==> config.mk <==
export PLATFORM = sky130hd
export DESIGN_NAME = qspi_burst_reader
export DESIGN_NICKNAME = d
export VERILOG_FILES = /design/src/rtl/qbr_pkg.sv /design/src/rtl/qbr_split.sv /design/src/rtl/qbr_ctrl.sv /design/src/rtl/qbr_assemble.sv /design/src/rtl/qspi_burst_reader.sv
export SDC_FILE = /design/constraint.sdc
export NUM_CORES = 1
export LEC_CHECK = 0
export ABC_AREA = 1
export BUFFER_PORTS_ARGS = -buffer_cell sky130_fd_sc_hd__buf_2
export CORE_MARGIN = 2
export CORE_UTILIZATION = 40
export CTS_CLUSTER_SIZE = 14
export DETAILED_ROUTE_END_ITERATION = 10
export GPL_TIMING_DRIVEN = 0
export PLACE_DENSITY = 0.64
export SYNTH_ARGS = -nofsm -noshare
export SYNTH_HDL_FRONTEND = slang
export SYNTH_HIERARCHICAL = 1
export SYNTH_SLANG_ARGS = --single-unit
==> constraint.sdc <==
create_clock -name clk_i -period 2.6 [get_ports clk_i]
set_input_delay 0.39 -clock clk_i [delete_from_list [all_inputs] [get_ports clk_i]]
set_output_delay 0.39 -clock clk_i [all_outputs]
set_load 0.01 [all_outputs]
==> src/rtl/qbr_pkg.sv <==
package qbr_pkg;
  localparam logic [7:0] QREAD_OP = 8'hEB;
  localparam int HDR_NIB = 8;
  typedef enum logic [1:0] {ST_IDLE, ST_BUS, ST_GAP} qbr_st_e;
endpackage

==> src/rtl/qbr_split.sv <==
module qbr_split #(
  parameter int WA_W   = 22,
  parameter int LEN_W  = 11,
  parameter int PAGE_W = 10,
  localparam int CW    = (LEN_W > PAGE_W ? LEN_W : PAGE_W) + 1
) (
  input  logic [WA_W-1:0]  addr_i,
  input  logic [LEN_W-1:0] len_i,
  output logic             split_o,
  output logic [CW-1:0]    len1_o,
  output logic [CW-1:0]    len2_o,
  output logic [WA_W-1:0]  addr2_o
);
  logic [CW-1:0] room, len_w;

  always_comb begin
    room    = CW'(1 << PAGE_W) - CW'(addr_i[PAGE_W-1:0]);
    len_w   = CW'(len_i);
    split_o = len_w > room;
    len1_o  = split_o ? room : len_w;
    len2_o  = split_o ? len_w - room : '0;
    addr2_o = {addr_i[WA_W-1:PAGE_W] + 1'b1, {PAGE_W{1'b0}}};
  end
endmodule

==> src/rtl/qbr_ctrl.sv <==
module qbr_ctrl
  import qbr_pkg::*;
#(
  parameter int WA_W     = 22,
  parameter int LEN_W    = 11,
  parameter int PAGE_W   = 10,
  parameter int WAIT_CLK = 6,
  parameter int GAP_CYC  = 6,
  localparam int CW      = (LEN_W > PAGE_W ? LEN_W : PAGE_W) + 1
) (
  input  logic             clk_i,
  input  logic             rst_ni,
  input  logic             req_valid_i,
  input  logic [WA_W-1:0]  req_addr_i,
  input  logic [LEN_W-1:0] req_len_i,
  input  logic             split_i,
  input  logic [CW-1:0]    len1_i,
  input  logic [CW-1:0]    len2_i,
  input  logic [WA_W-1:0]  addr2_i,
  output logic             start_o,
  output logic             done_o,
  output logic             nib_vld_o,
  output logic             cs_n_o,
  output logic             sclk_o,
  output logic [3:0]       io_o,
  output logic             io_oe_o
);
  localparam int PMAX = HDR_NIB + WAIT_CLK + 8 * (1 << PAGE_W);
  localparam int PW   = $clog2(PMAX + 1);
  localparam int GW   = $clog2(GAP_CYC + 1);
  localparam logic [PW-1:0] P_HDR = PW'(HDR_NIB);
  localparam logic [PW-1:0] P_DAT = PW'(HDR_NIB + WAIT_CLK);
  localparam logic [GW-1:0] G_END = GW'(GAP_CYC - 1);

  qbr_st_e         st;
  logic [PW-1:0]   pcnt, ptot, p_next;
  logic [GW-1:0]   gcnt;
  logic [31:0]     sr;
  logic            pend, cs_n_q, sclk_q, oe_q, done_q;
  logic [CW-1:0]   len2_q;
  logic [WA_W-1:0] addr2_q;
  logic            accept, gap_end, launch;
  logic [WA_W-1:0] l_addr;
  logic [CW-1:0]   l_len;

  always_comb begin
    p_next  = pcnt + PW'(1);
    accept  = (st == ST_IDLE) && req_valid_i && (req_len_i != '0);
    gap_end = (st == ST_GAP) && (gcnt == G_END);
    launch  = accept || (gap_end && pend);
    l_addr  = (st == ST_IDLE) ? req_addr_i : addr2_q;
    l_len   = (st == ST_IDLE) ? len1_i : len2_q;
  end

  always_ff @(posedge clk_i or negedge rst_ni) begin
    if (!rst_ni) begin
      st <= ST_IDLE; cs_n_q <= 1'b1; sclk_q <= 1'b0; oe_q <= 1'b0; done_q <= 1'b0;
      sr <= '0; pcnt <= '0; ptot <= '0; gcnt <= '0; pend <= 1'b0;
      len2_q <= '0; addr2_q <= '0;
    end else begin
      done_q <= 1'b0;
      if (accept) begin
        pend    <= split_i;
        len2_q  <= len2_i;
        addr2_q <= addr2_i;
      end
      if (launch) begin
        if (!accept) pend <= 1'b0;
        st     <= ST_BUS;
        cs_n_q <= 1'b0;
        sclk_q <= 1'b0;
        oe_q   <= 1'b1;
        sr     <= {QREAD_OP, 24'({l_addr, 2'b00})};
        pcnt   <= '0;
        ptot   <= P_DAT + (PW'(l_len) << 3);
      end else begin
        case (st)
          ST_BUS: begin
            if (!sclk_q) begin
              sclk_q <= 1'b1;
            end else begin
              sclk_q <= 1'b0;
              pcnt   <= p_next;
              if (p_next < P_HDR)  sr   <= sr << 4;
              if (p_next == P_HDR) oe_q <= 1'b0;
              if (p_next == ptot) begin
                cs_n_q <= 1'b1;
                st     <= ST_GAP;
                gcnt   <= '0;
              end
            end
          end
          ST_GAP: begin
            if (gap_end) begin
              done_q <= 1'b1;
              st     <= ST_IDLE;
            end else begin
              gcnt <= gcnt + GW'(1);
            end
          end
          default: ;
        endcase
      end
    end
  end

  assign start_o   = accept;
  assign done_o    = done_q;
  assign nib_vld_o = (st == ST_BUS) && sclk_q && (p_next > P_DAT);
  assign cs_n_o    = cs_n_q;
  assign sclk_o    = sclk_q;
  assign io_o      = sr[31:28];
  assign io_oe_o   = oe_q;

  // chip-select-high run length, watched against the gap minimum
  logic [GW-1:0] hi_cnt;
  logic          seen_tx;
  always_ff @(posedge clk_i or negedge rst_ni) begin
    if (!rst_ni) begin
      hi_cnt <= '0; seen_tx <= 1'b0;
    end else if (!cs_n_q) begin
      hi_cnt <= '0; seen_tx <= 1'b1;
    end else if (hi_cnt != GW'(GAP_CYC)) begin
      hi_cnt <= hi_cnt + GW'(1);
    end
  end

  assert_cs_gap_R8: assert property (@(posedge clk_i) disable iff (!rst_ni)
    (seen_tx && $fell(cs_n_q)) |-> (hi_cnt >= GW'(GAP_CYC)));
  assert_sclk_parked_R9: assert property (@(posedge clk_i) disable iff (!rst_ni)
    cs_n_q |-> !sclk_q);
  assert_bus_released_R3: assert property (@(posedge clk_i) disable iff (!rst_ni)
    (st == ST_BUS && pcnt >= P_HDR) |-> !oe_q);
  assert_busy_hold_R10: assert property (@(posedge clk_i) disable iff (!rst_ni)
    (st != ST_IDLE && req_valid_i) |=> ($stable(len2_q) && $stable(addr2_q)));
  assert_done_last_R7: assert property (@(posedge clk_i) disable iff (!rst_ni)
    done_q |-> (cs_n_q && !pend));
endmodule

==> src/rtl/qbr_assemble.sv <==
module qbr_assemble #(
  parameter int IDX_W = 11
) (
  input  logic             clk_i,
  input  logic             rst_ni,
  input  logic             clr_i,
  input  logic             nib_vld_i,
  input  logic [3:0]       nib_i,
  output logic             wr_en_o,
  output logic [IDX_W-1:0] wr_idx_o,
  output logic [31:0]      wr_data_o
);
  logic [2:0]       nc;
  logic [31:0]      acc, acc_n;
  logic [IDX_W-1:0] widx;
  logic [4:0]       pos;

  always_comb begin
    pos        = {nc[2:1], 3'b000} + (nc[0] ? 5'd0 : 5'd4);
    acc_n      = acc;
    acc_n[pos +: 4] = nib_i;
  end

  always_ff @(posedge clk_i or negedge rst_ni) begin
    if (!rst_ni) begin
      nc <= '0; acc <= '0; widx <= '0;
      wr_en_o <= 1'b0; wr_idx_o <= '0; wr_data_o <= '0;
    end else if (clr_i) begin
      nc <= '0; widx <= '0; wr_en_o <= 1'b0;
    end else begin
      wr_en_o <= 1'b0;
      if (nib_vld_i) begin
        acc <= acc_n;
        nc  <= nc + 3'd1;
        if (nc == 3'd7) begin
          wr_en_o   <= 1'b1;
          wr_data_o <= acc_n;
          wr_idx_o  <= widx;
          widx      <= widx + IDX_W'(1);
        end
      end
    end
  end

  assert_word_spacing_R5: assert property (@(posedge clk_i) disable iff (!rst_ni)
    wr_en_o |=> !wr_en_o);
endmodule

==> src/rtl/qspi_burst_reader.sv <==
module qspi_burst_reader #(
  parameter int WA_W     = 22,
  parameter int LEN_W    = 11,
  parameter int PAGE_W   = 10,
  parameter int WAIT_CLK = 6,
  parameter int GAP_CYC  = 6
) (
  input  logic             clk_i,
  input  logic             rst_ni,
  input  logic             req_valid_i,
  input  logic [WA_W-1:0]  req_addr_i,
  input  logic [LEN_W-1:0] req_len_i,
  output logic             done_o,
  output logic             wr_en_o,
  output logic [LEN_W-1:0] wr_idx_o,
  output logic [31:0]      wr_data_o,
  output logic             cs_n_o,
  output logic             sclk_o,
  output logic [3:0]       io_o,
  output logic             io_oe_o,
  input  logic [3:0]       io_i
);
  localparam int CW = (LEN_W > PAGE_W ? LEN_W : PAGE_W) + 1;

  logic            split, start, nib_vld;
  logic [CW-1:0]   len1, len2;
  logic [WA_W-1:0] addr2;

  qbr_split #(.WA_W(WA_W), .LEN_W(LEN_W), .PAGE_W(PAGE_W)) u_split (
    .addr_i (req_addr_i), .len_i (req_len_i),
    .split_o(split), .len1_o(len1), .len2_o(len2), .addr2_o(addr2)
  );

  qbr_ctrl #(.WA_W(WA_W), .LEN_W(LEN_W), .PAGE_W(PAGE_W),
             .WAIT_CLK(WAIT_CLK), .GAP_CYC(GAP_CYC)) u_ctrl (
    .clk_i, .rst_ni, .req_valid_i, .req_addr_i, .req_len_i,
    .split_i(split), .len1_i(len1), .len2_i(len2), .addr2_i(addr2),
    .start_o(start), .done_o, .nib_vld_o(nib_vld),
    .cs_n_o, .sclk_o, .io_o, .io_oe_o
  );

  qbr_assemble #(.IDX_W(LEN_W)) u_asm (
    .clk_i, .rst_ni, .clr_i(start), .nib_vld_i(nib_vld), .nib_i(io_i),
    .wr_en_o, .wr_idx_o, .wr_data_o
  );
endmodule

**Word-level counts from Yosys, hierarchy flattened**

Index checks and enable logic that the tools add are counted.

- Flip-flop bits (word level): 183

- $add $sub $neg: 10
- $lt $le $gt $ge: 3
- Mux-type cells: 47
- Bitwise gates (word level): 2
- Shifts and indexed selects: 2
- Equality and inequality tests: 12
- Reduce and logical (&&, ||, !) cells: 27

Operators with widths:

| kind | number |
|---|---|
| $mux W32 | 4 |
| $mux W11 | 6 |
| $mux W14 | 3 |
| $bwmux W32 | 1 |
| $shift A4 B7 Y32 const A | 1 |
| $shiftx A4 B7 Y32 | 1 |
| $mux W22 | 1 |
| $mux W1 | 20 |
| $mux W3 | 6 |
| $reduce_bool A2 Y1 | 8 |
| $add A14 B1 Y14 const B | 1 |
| $add A4 B14 Y14 const A | 1 |
| $eq A14 B14 Y1 | 1 |
| $eq A14 B4 Y1 const B | 1 |
| $gt A14 B4 Y1 const B | 1 |
| $lt A14 B4 Y1 const B | 1 |
| $add A12 B1 Y12 const B | 1 |
| $gt A11 B12 Y1 | 1 |
| $reduce_and A3 Y1 | 4 |
| $sub A11 B10 Y12 const A | 1 |
| $add A11 B1 Y11 const B | 1 |
| $reduce_bool A11 Y1 | 1 |
| $sub A11 B11 Y11 | 1 |
| $ne A3 B1 Y1 const B | 3 |
| 19 further kinds | 33 |

**Longest topological paths before layout**

Gate-level depths: netlist of run 1.

- Depth after elaboration: 6
- Mapped depth: 27

**Modules after synthesis**

Netlist of run 1, hierarchy kept.

Modules (own cells, without submodules):

| module | area an instance (um^2) | instances | seq. area each (um^2) | cells an instance |
|---|---|---|---|---|
| qbr_ctrl | 5,410.2 | 1 | 2,478.6 | 741 |
| qbr_assemble | 4,340.4 | 1 | 2,252.2 | 575 |
| qbr_split | 1,275.0 | 1 | 0.0 | 218 |

**Worst setup path before layout of run 1**

OpenSTA, ideal clock, no wires.

- Path type: input to register
- From: input port req_addr_i[0]
- To: register u_ctrl.ptot[13]
- Stages on the path: 27
- Path slack: -1,043 ps
- Data arrival time: 3,561 ps
- Required time: 2,517 ps
- Path buffers: 1
- Setup time: 83 ps
- Cell sequence: inv_1 -> ha_1 -> nand4_1 -> or2_2 -> nor2_1 -> inv_1 -> nor2_1 -> inv_1 -> ha_1 -> nand2_1 -> nor2_1 -> nand2_2 -> nand2_2 -> buf_4 -> nand3_1 -> nand2_1 -> nand2_1 -> o21ai_1 -> ha_1 -> nand2_1 -> nor2_1 -> nand3_1 -> nor2_1 -> nand3b_1 -> o21ai_0 -> nand3_1 -> o21ai_0

- Longest elaborated chain between the ends: 5

RTL lines:

| what | line | text |
|---|---|---|
| from (decl) | qspi_burst_reader.sv:11 | `input logic [WA_W-1:0] req_addr_i,` |
| $sub A11 B10 Y12 * | qbr_split.sv:17 | `room = CW'(1 << PAGE_W) - CW'(addr_i[PAGE_W-1:0]);` |
| $gt A11 B12 Y1 | qbr_split.sv:19 | `split_o = len_w > room;` |
| $mux W11 * | qbr_split.sv:20 | `len1_o = split_o ? room : len_w;` |
| via len1[0] | qspi_burst_reader.sv:26 | `logic [CW-1:0] len1, len2;` |
| $mux W11 * | qbr_ctrl.sv:52 | `l_len = (st == ST_IDLE) ? len1_i : len2_q;` |
| $add A4 B14 Y14 * | qbr_ctrl.sv:75 | `ptot <= P_DAT + (PW'(l_len) << 3);` |
| to (signal assigned) | qbr_ctrl.sv:75 |  |
| to (decl) | qbr_ctrl.sv:36 | `logic [PW-1:0] pcnt, ptot, p_next;` |

Mark *: on every way through the listed nets, which the timed path passes. The rest lies on a longest branch.
A chain may end at the register's enable or synchronous reset.

**Final worst setup path of run 1**

Same ends and word-level chain as after synthesis.

==> results of run 1 <==
-- state kept, by name, indices dropped and copies added (netlist names) --
name,count
u_ctrl/st,2
u_asm/widx,11
u_ctrl/len2_q,11
u_ctrl/addr2_q,22
u_ctrl/pend,1
u_ctrl/pcnt,14
u_ctrl/sclk_o,1
u_asm/wr_data_o,32
u_ctrl/gcnt,3
u_ctrl/io_oe_o,1
u_ctrl/sr,30
u_ctrl/cs_n_o,1
u_asm/nc,3
u_ctrl/ptot,12
u_asm/acc,32
u_ctrl/done_o,1
u_asm/wr_en_o,1
u_asm/wr_idx_o,11
-- report_power, final --
group	total (W)	internal (W)	switching [W]
clock network	0.00277	0.00141	0.00136
registers	0.00302	0.00299	0.0000333
logic	0.000642	0.000264	0.000378
total	0.00643	0.00467	0.00177
-- layout make-up --
class                   count  area [um2]  share of cell area
plain buffers              66         528              0.0362
clock buffers              17         425              0.0292
clock inverters            15         216              0.0148
inverters                 171         667              0.0457
multi-input cells        1111        6170               0.423
flip-flops and latches    189        4730               0.325
well taps                 341         427              0.0293
repair buffers            175        1400              0.0963
repair inverters            1        16.3             0.00112
-- routing by layer --
metal / global-route usage / vias up / wire [um]
met1: 0.308 / 5039 / 14600
met2: 0.326 / 298 / 14200
met3: 0.0293 / 40 / 1660
li1: - / 5244 / -
met4: 0.0669 / 0 / 640
met5: 0 / - / 0
-- worst reg2reg max path: cells and delay by family (launching register included) --
kind	cells	cell delay, ns
DFF	1	0.37
AOI/OAI and AO/OA	2	0.26
xor gates and xnor gates	1	0.19
adders and majority gates	1	0.21
buffers and inverters	4	0.48
and+or+nand+nor	10	1.09
-- per-stage QoR --
step / cell area, um2 / power (W) / utilization / std cells
2_1_floorplan: 11200 / 0.00341 / - / 1538
3_3_place_gp: 12000 / 0.00361 / 0.447 / 1970
3_5_place_dp: 12100 / 0.00363 / 0.448 / 1971
4_1_cts: 13400 / 0.00645 / 0.498 / 2056
5_1_grt: 14600 / 0.00668 / 0.541 / 2086
6_report: 14600 / 0.00643 / 0.541 / 2086
-- final timing paths --
kind | from | endpoint | slack, ns
setup / recovery | req_addr_i[0] | u_ctrl/ptot[13]$_DFFE_PN0N_ | -0.64
hold / removal | req_addr_i[10] | u_ctrl/addr2_q[10]$_DFFE_PN0P_ | 0.24
setup reg to reg | u_ctrl/pcnt[1]$_DFFE_PN0P_ | u_asm/widx[7]$_DFFE_PN0P_ | -0.11
hold reg to reg | u_asm/wr_data_o[16]$_DFFE_PN0P_ | u_asm/wr_data_o[16]$_DFFE_PN0P_ | 0.48
max in group asynchronous | rst_ni | u_asm/acc[17]$_DFFE_PN0P_ | 1.14
min in group asynchronous | rst_ni | u_ctrl/pcnt[4]$_DFFE_PN0P_ | 0.51
-- repair_timing --
item | in CTS | in global routing
setup endpoints to repair | 101 | 101
resized for setup | 72 | 210
hold endpoints to repair | 70 | 0
buffers inserted | 50 | 23
gates cloned | 2 | 10
hold buffers | 1 | 0
pin swaps | 42 | 70
==> results by group, run 1 <==
Critical path
  – Worst path slowest cell: or2_4
  – Crit start category: primary input
  – Peak fanout along the critical path: 5
  – WS Path Type: primary input to register
  – Stages on the worst setup path: 28
  – Critical Path RT: 2.96 ns
  – CP top delay family: simple AND/OR/NAND/NOR gates
  – Arr. time, crit path: 3.60 ns
  – Crit. End Element: register
  – Max incr delay on CP: 0.29 ns
  – Most frequent CP cell: nor2_4
  – CP bufs+invs: 5
  – R2R depth: 18

Timing
  – Setup violators final: 32
  – FMAX: 308 MHz
  – Hold Slack: 0.238 ns
  – Setup TNS: -5.67 ns
  – Slew margin rel.: 0.603
  – Clock Skews: 0.0215 ns
  – RSZ-0062 raised after global routing: true
  – Slew Limit Fails: 0
  – Final Hold Fails: 0
  – Slew @ Worst Pin: 0.590 ns
  – Crit path time final: 3.24 ns
  – Worst setup margin: -0.645 ns
  – Final period utilization: 1.25

Status
  – Failing checks: setup timing
  – Status: finished with violations

Power and ir drop
  – Pwr/cell area: 441 mW/mm2
  – Leakage power: 7.46 nW
  – Max VDD drop: 354 uV

Logic synthesis
  – Synth Warn #: 6
  – Post-Syn Area: 0.0110 mm2
  – Cells after Synth: 1529
  – Syn avg cell area: 7.19 um2

Global route
  – GRT overflow: 0
  – First-pass GRT wire length: 49.0 mm
  – Global Route Usage Sum: 0.211
  – Vias in the first global route: 9824
  – Initial antenna violation count: 0
  – Pin count of the biggest net entering global routing: 119

Clock network
  – Clk slew on worst S/H paths: 0.09 ns
  – Clk_lat worst skew: 0.44 ns
  – CTS max path bufs: 2
  – Clock root buffer: clkbuf_16
  – Cts bufs inserted: 17
  – Clk sinks: 189
  – CTS tree: done
  – CTS HTree Levels: 4

Finish
  – Diode count: 0
  – Layout Nets: 1797
  – Filler cells: 2436
  – Area added between synthesis and finish: 32.6%
  – Share of layout cells above drive strength 1: 0.270
  – Commonest non-fill, non-tap cell in the layout: nand2_1
  – Commonest non-fill, non-tap cells in the layout: nand2_1 (519), dfrtp_1 (185), inv_1 (155), nand3_1 (145), buf_2 (105)

Routing
  – DRT Pass-1 Iters: 5
  – DRT antenna net count: 0
  – DRC viols: 0
  – Wire per inst: 14.9 um
  – Vias: 10621
  – Vias per Instance: 5.09
  – Final WL: 31.2 mm
  – Iter 0 DRT Violations: 916

Floorplan
  – Rows: 60
  – Die Wd: 170 um
  – # IOs: 92
  – Die footprint: 0.0288 mm2
  – Initial Utilization: 0.408
  – Die Ht: 170 um
  – Core ar.: 0.0270 mm2

Place
  – Hpwl dp: 20.8 mm
  – Routability cong.: 0.909
  – Pre-CTS setup slack: -1.39 ns
  – IO buf count: 91

Hold path
  – HP Class: primary input to register
  – Cells on Worst Hold Path: 4

Flow run
  – Max Cap Violations: 0
(Power assumes the default switching activity.)
==> run 2, diff against run 1 <==
--- a/config.mk
+++ b/config.mk
@@ -13,6 +13,8 @@
 export DETAILED_ROUTE_END_ITERATION = 10
 export GPL_TIMING_DRIVEN = 0
 export PLACE_DENSITY = 0.64
+export SKIP_CTS_REPAIR_TIMING = 1
+export SKIP_LAST_GASP = 1
 export SYNTH_ARGS = -nofsm -noshare
 export SYNTH_HDL_FRONTEND = slang
 export SYNTH_HIERARCHICAL = 1
==> results by group, run 2 (synthesis results as in run 1) <==
Power and ir drop
  – Max VDD drop: 368 uV (+3.8%)
  – Pwr/cell area: 452 mW/mm2 (+2.6%)
  – Leakage power: 7.34 nW (-1.6%)

Routing
  – DRT Pass-1 Iters: 5 (unchanged)
  – Iter 0 DRT Violations: 814 (-11%)
  – Vias: 10429 (-1.8%)
  – Vias per Instance: 5.04 (-1.1%)
  – DRT antenna net count: 0 (unchanged)
  – Wire per inst: 14.7 um (-1.6%)
  – DRC viols: 0 (unchanged)
  – Final WL: 30.5 mm (-2.3%)

Floorplan
  – Die Ht: 170 um (unchanged)
  – # IOs: 92 (unchanged)
  – Die Wd: 170 um (unchanged)
  – Rows: 60 (unchanged)
  – Initial Utilization: 0.408 (unchanged)
  – Die footprint: 0.0288 mm2 (unchanged)
  – Core ar.: 0.0270 mm2 (unchanged)

Timing
  – Final period utilization: 1.24 (-0.00532)
  – Slew margin rel.: 0.596 (-0.00658)
  – Hold Slack: 0.234 ns (-0.00465 ns)
  – Slew @ Worst Pin: 0.606 ns (+0.0153 ns)
  – Worst setup margin: -0.631 ns (+0.0138 ns)
  – Slew Limit Fails: 0 (unchanged)
  – Crit path time final: 3.23 ns (-0.0138 ns)
  – RSZ-0062 raised after global routing: true
  – FMAX: 310 MHz (+0.43%)
  – Setup violators final: 89 (+180%)
  – Final Hold Fails: 0 (unchanged)
  – Clock Skews: 0.0171 ns (-0.00440 ns)

Critical path
  – WS Path Type: primary input to register
  – Worst Setup SP: req_addr_i[1]
  – Crit start category: primary input
  – Peak fanout along the critical path: 6 (+1)
  – Critical Path RT: 2.97 ns (about the same)
  – Arr. time, crit path: 3.60 ns (about the same)
  – Worst r2r src: u_ctrl/pcnt[2]$_DFFE_PN0P_
  – Crit. End Element: register

Flow run
  – Max Cap Violations: 0 (unchanged)

Place
  – IO buf count: 91 (unchanged)
  – Routability cong.: 0.909 (unchanged)
  – Inst Count DP: 1971 (unchanged)
  – Pre-CTS setup slack: -1.39 ns (unchanged)
  – Hpwl dp: 20.8 mm (unchanged)

Global route
  – GRT overflow: 0 (unchanged)
  – Vias in the first global route: 9396 (-4.4%)
  – Initial antenna violation count: 0 (unchanged)
  – Pin count of the biggest net entering global routing: 119 (unchanged)
  – First-pass GRT wire length: 47.1 mm (-3.8%)
  – Global Route Usage Sum: 0.203 (-0.00814)

Hold path
  – Worst hold start: req_addr_i[10]
  – HP Class: primary input to register

Clock network
  – CTS HTree Levels: 4 (unchanged)
  – Cts bufs inserted: 17 (unchanged)
  – Clk_lat worst skew: 0.44 ns (about the same)
  – Clock root buffer: clkbuf_16
  – Clk sinks: 189 (unchanged)
  – Clk slew on worst S/H paths: 0.08 ns (about the same)
  – CTS tree: done
  – CTS max path bufs: 2 (unchanged)

Status
  – Status: finished with violations
  – Failing checks: setup timing

Finish
  – Filler cells: 2492 (+2.3%)
  – Commonest non-fill, non-tap cells in the layout: nand2_1 (538), dfrtp_1 (185), inv_1 (156), nand3_1 (152), buf_2 (108)
  – Final std cells w/o fill: 2071 (-0.72%)
  – Biggest regs: u_asm/acc (32), u_asm/wr_data_o (32), u_ctrl/sr (30)
  – Final Core Density: 0.528 (-0.0135)
  – Commonest non-fill, non-tap cell in the layout: nand2_1
  – Layout Nets: 1782 (-0.83%)
  – Share of layout cells above drive strength 1: 0.243 (-0.0266)
  – Diode count: 0 (unchanged)
  – Area added between synthesis and finish: 29.3%
[run 2: area by class of cell]
class                   count  area (um2)  area share
clock buffers              17         425      0.0299
multi-input cells        1112        6000       0.422
plain buffers              66         498      0.0350
well taps                 341         427      0.0300
repair buffers            160        1260      0.0890
inverters                 171         653      0.0459
flip-flops and latches    189        4730       0.333
clock inverters            15         216      0.0152
[run 2: worst max-delay path: stages]
cell and delay (ns):
buf_2 0.14, nor2_4 0.14, nand4_1 0.16, nor2_2 0.17, nand3b_1 0.10, xor2_1 0.20
inv_1 0.11, ha_4 0.28, a21oi_4 0.18, nor2_2 0.05, nor2_2 0.14, nand2_4 0.09
nand2_4 0.12, buf_4 0.12, nand2_1 0.04, nand2_1 0.08, nand2_1 0.07, nand2_2 0.12
nand3_2 0.13, nor2_4 0.14, nand3_2 0.10, nor2_4 0.14, nand2_1 0.08, o21ai_1 0.13
nand3_1 0.08, nand2_1 0.07
[run 2: final timing paths]
check                           slack (ns)                              end  cells past startpoint
worst max register to register       -0.17        u_asm/widx[4]$_DFFE_PN0P_                     19
min in group asynchronous             0.50       u_ctrl/pcnt[4]$_DFFE_PN0P_                      2
worst min register to register        0.48    u_asm/wr_idx_o[5]$_DFFE_PN0P_                      2
worst min-delay path                  0.23   u_ctrl/addr2_q[10]$_DFFE_PN0P_                      4
max in group asynchronous             1.14  u_asm/wr_data_o[25]$_DFFE_PN0P_                      3
worst max-delay path                 -0.63      u_ctrl/ptot[12]$_DFFE_PN0N_                     26
[run 2: power breakdown]
group | total, W | internal [W] | switching, W
registers | 0.00302 | 0.00299 | 0.0000316
logic | 0.000639 | 0.000265 | 0.000375
clock network | 0.00277 | 0.00141 | 0.00136
total | 0.00643 | 0.00467 | 0.00177
[run 2: metrics by stage]
step	TNS (ns)	power (W)	cell area, um2
after global placement	-472.45	0.00361	12000
after global routing	-23.21	0.00668	14200
after detailed placement	-80.12	0.00363	12100
after floorplan	-4.72	0.00341	11200
after CTS	-75.28	0.00640	12700
final	-10.61	0.00643	14200
[run 2: layer usage]
| layer | track usage | vias up | wire length (um) |
|---|---|---|---|
| met3 | 0.0298 | 38 | 1580 |
| met5 | 0 | - | 0 |
| met1 | 0.302 | 4912 | 14600 |
| met4 | 0.0598 | 0 | 564 |
| met2 | 0.306 | 276 | 13700 |
| li1 | - | 5203 | - |
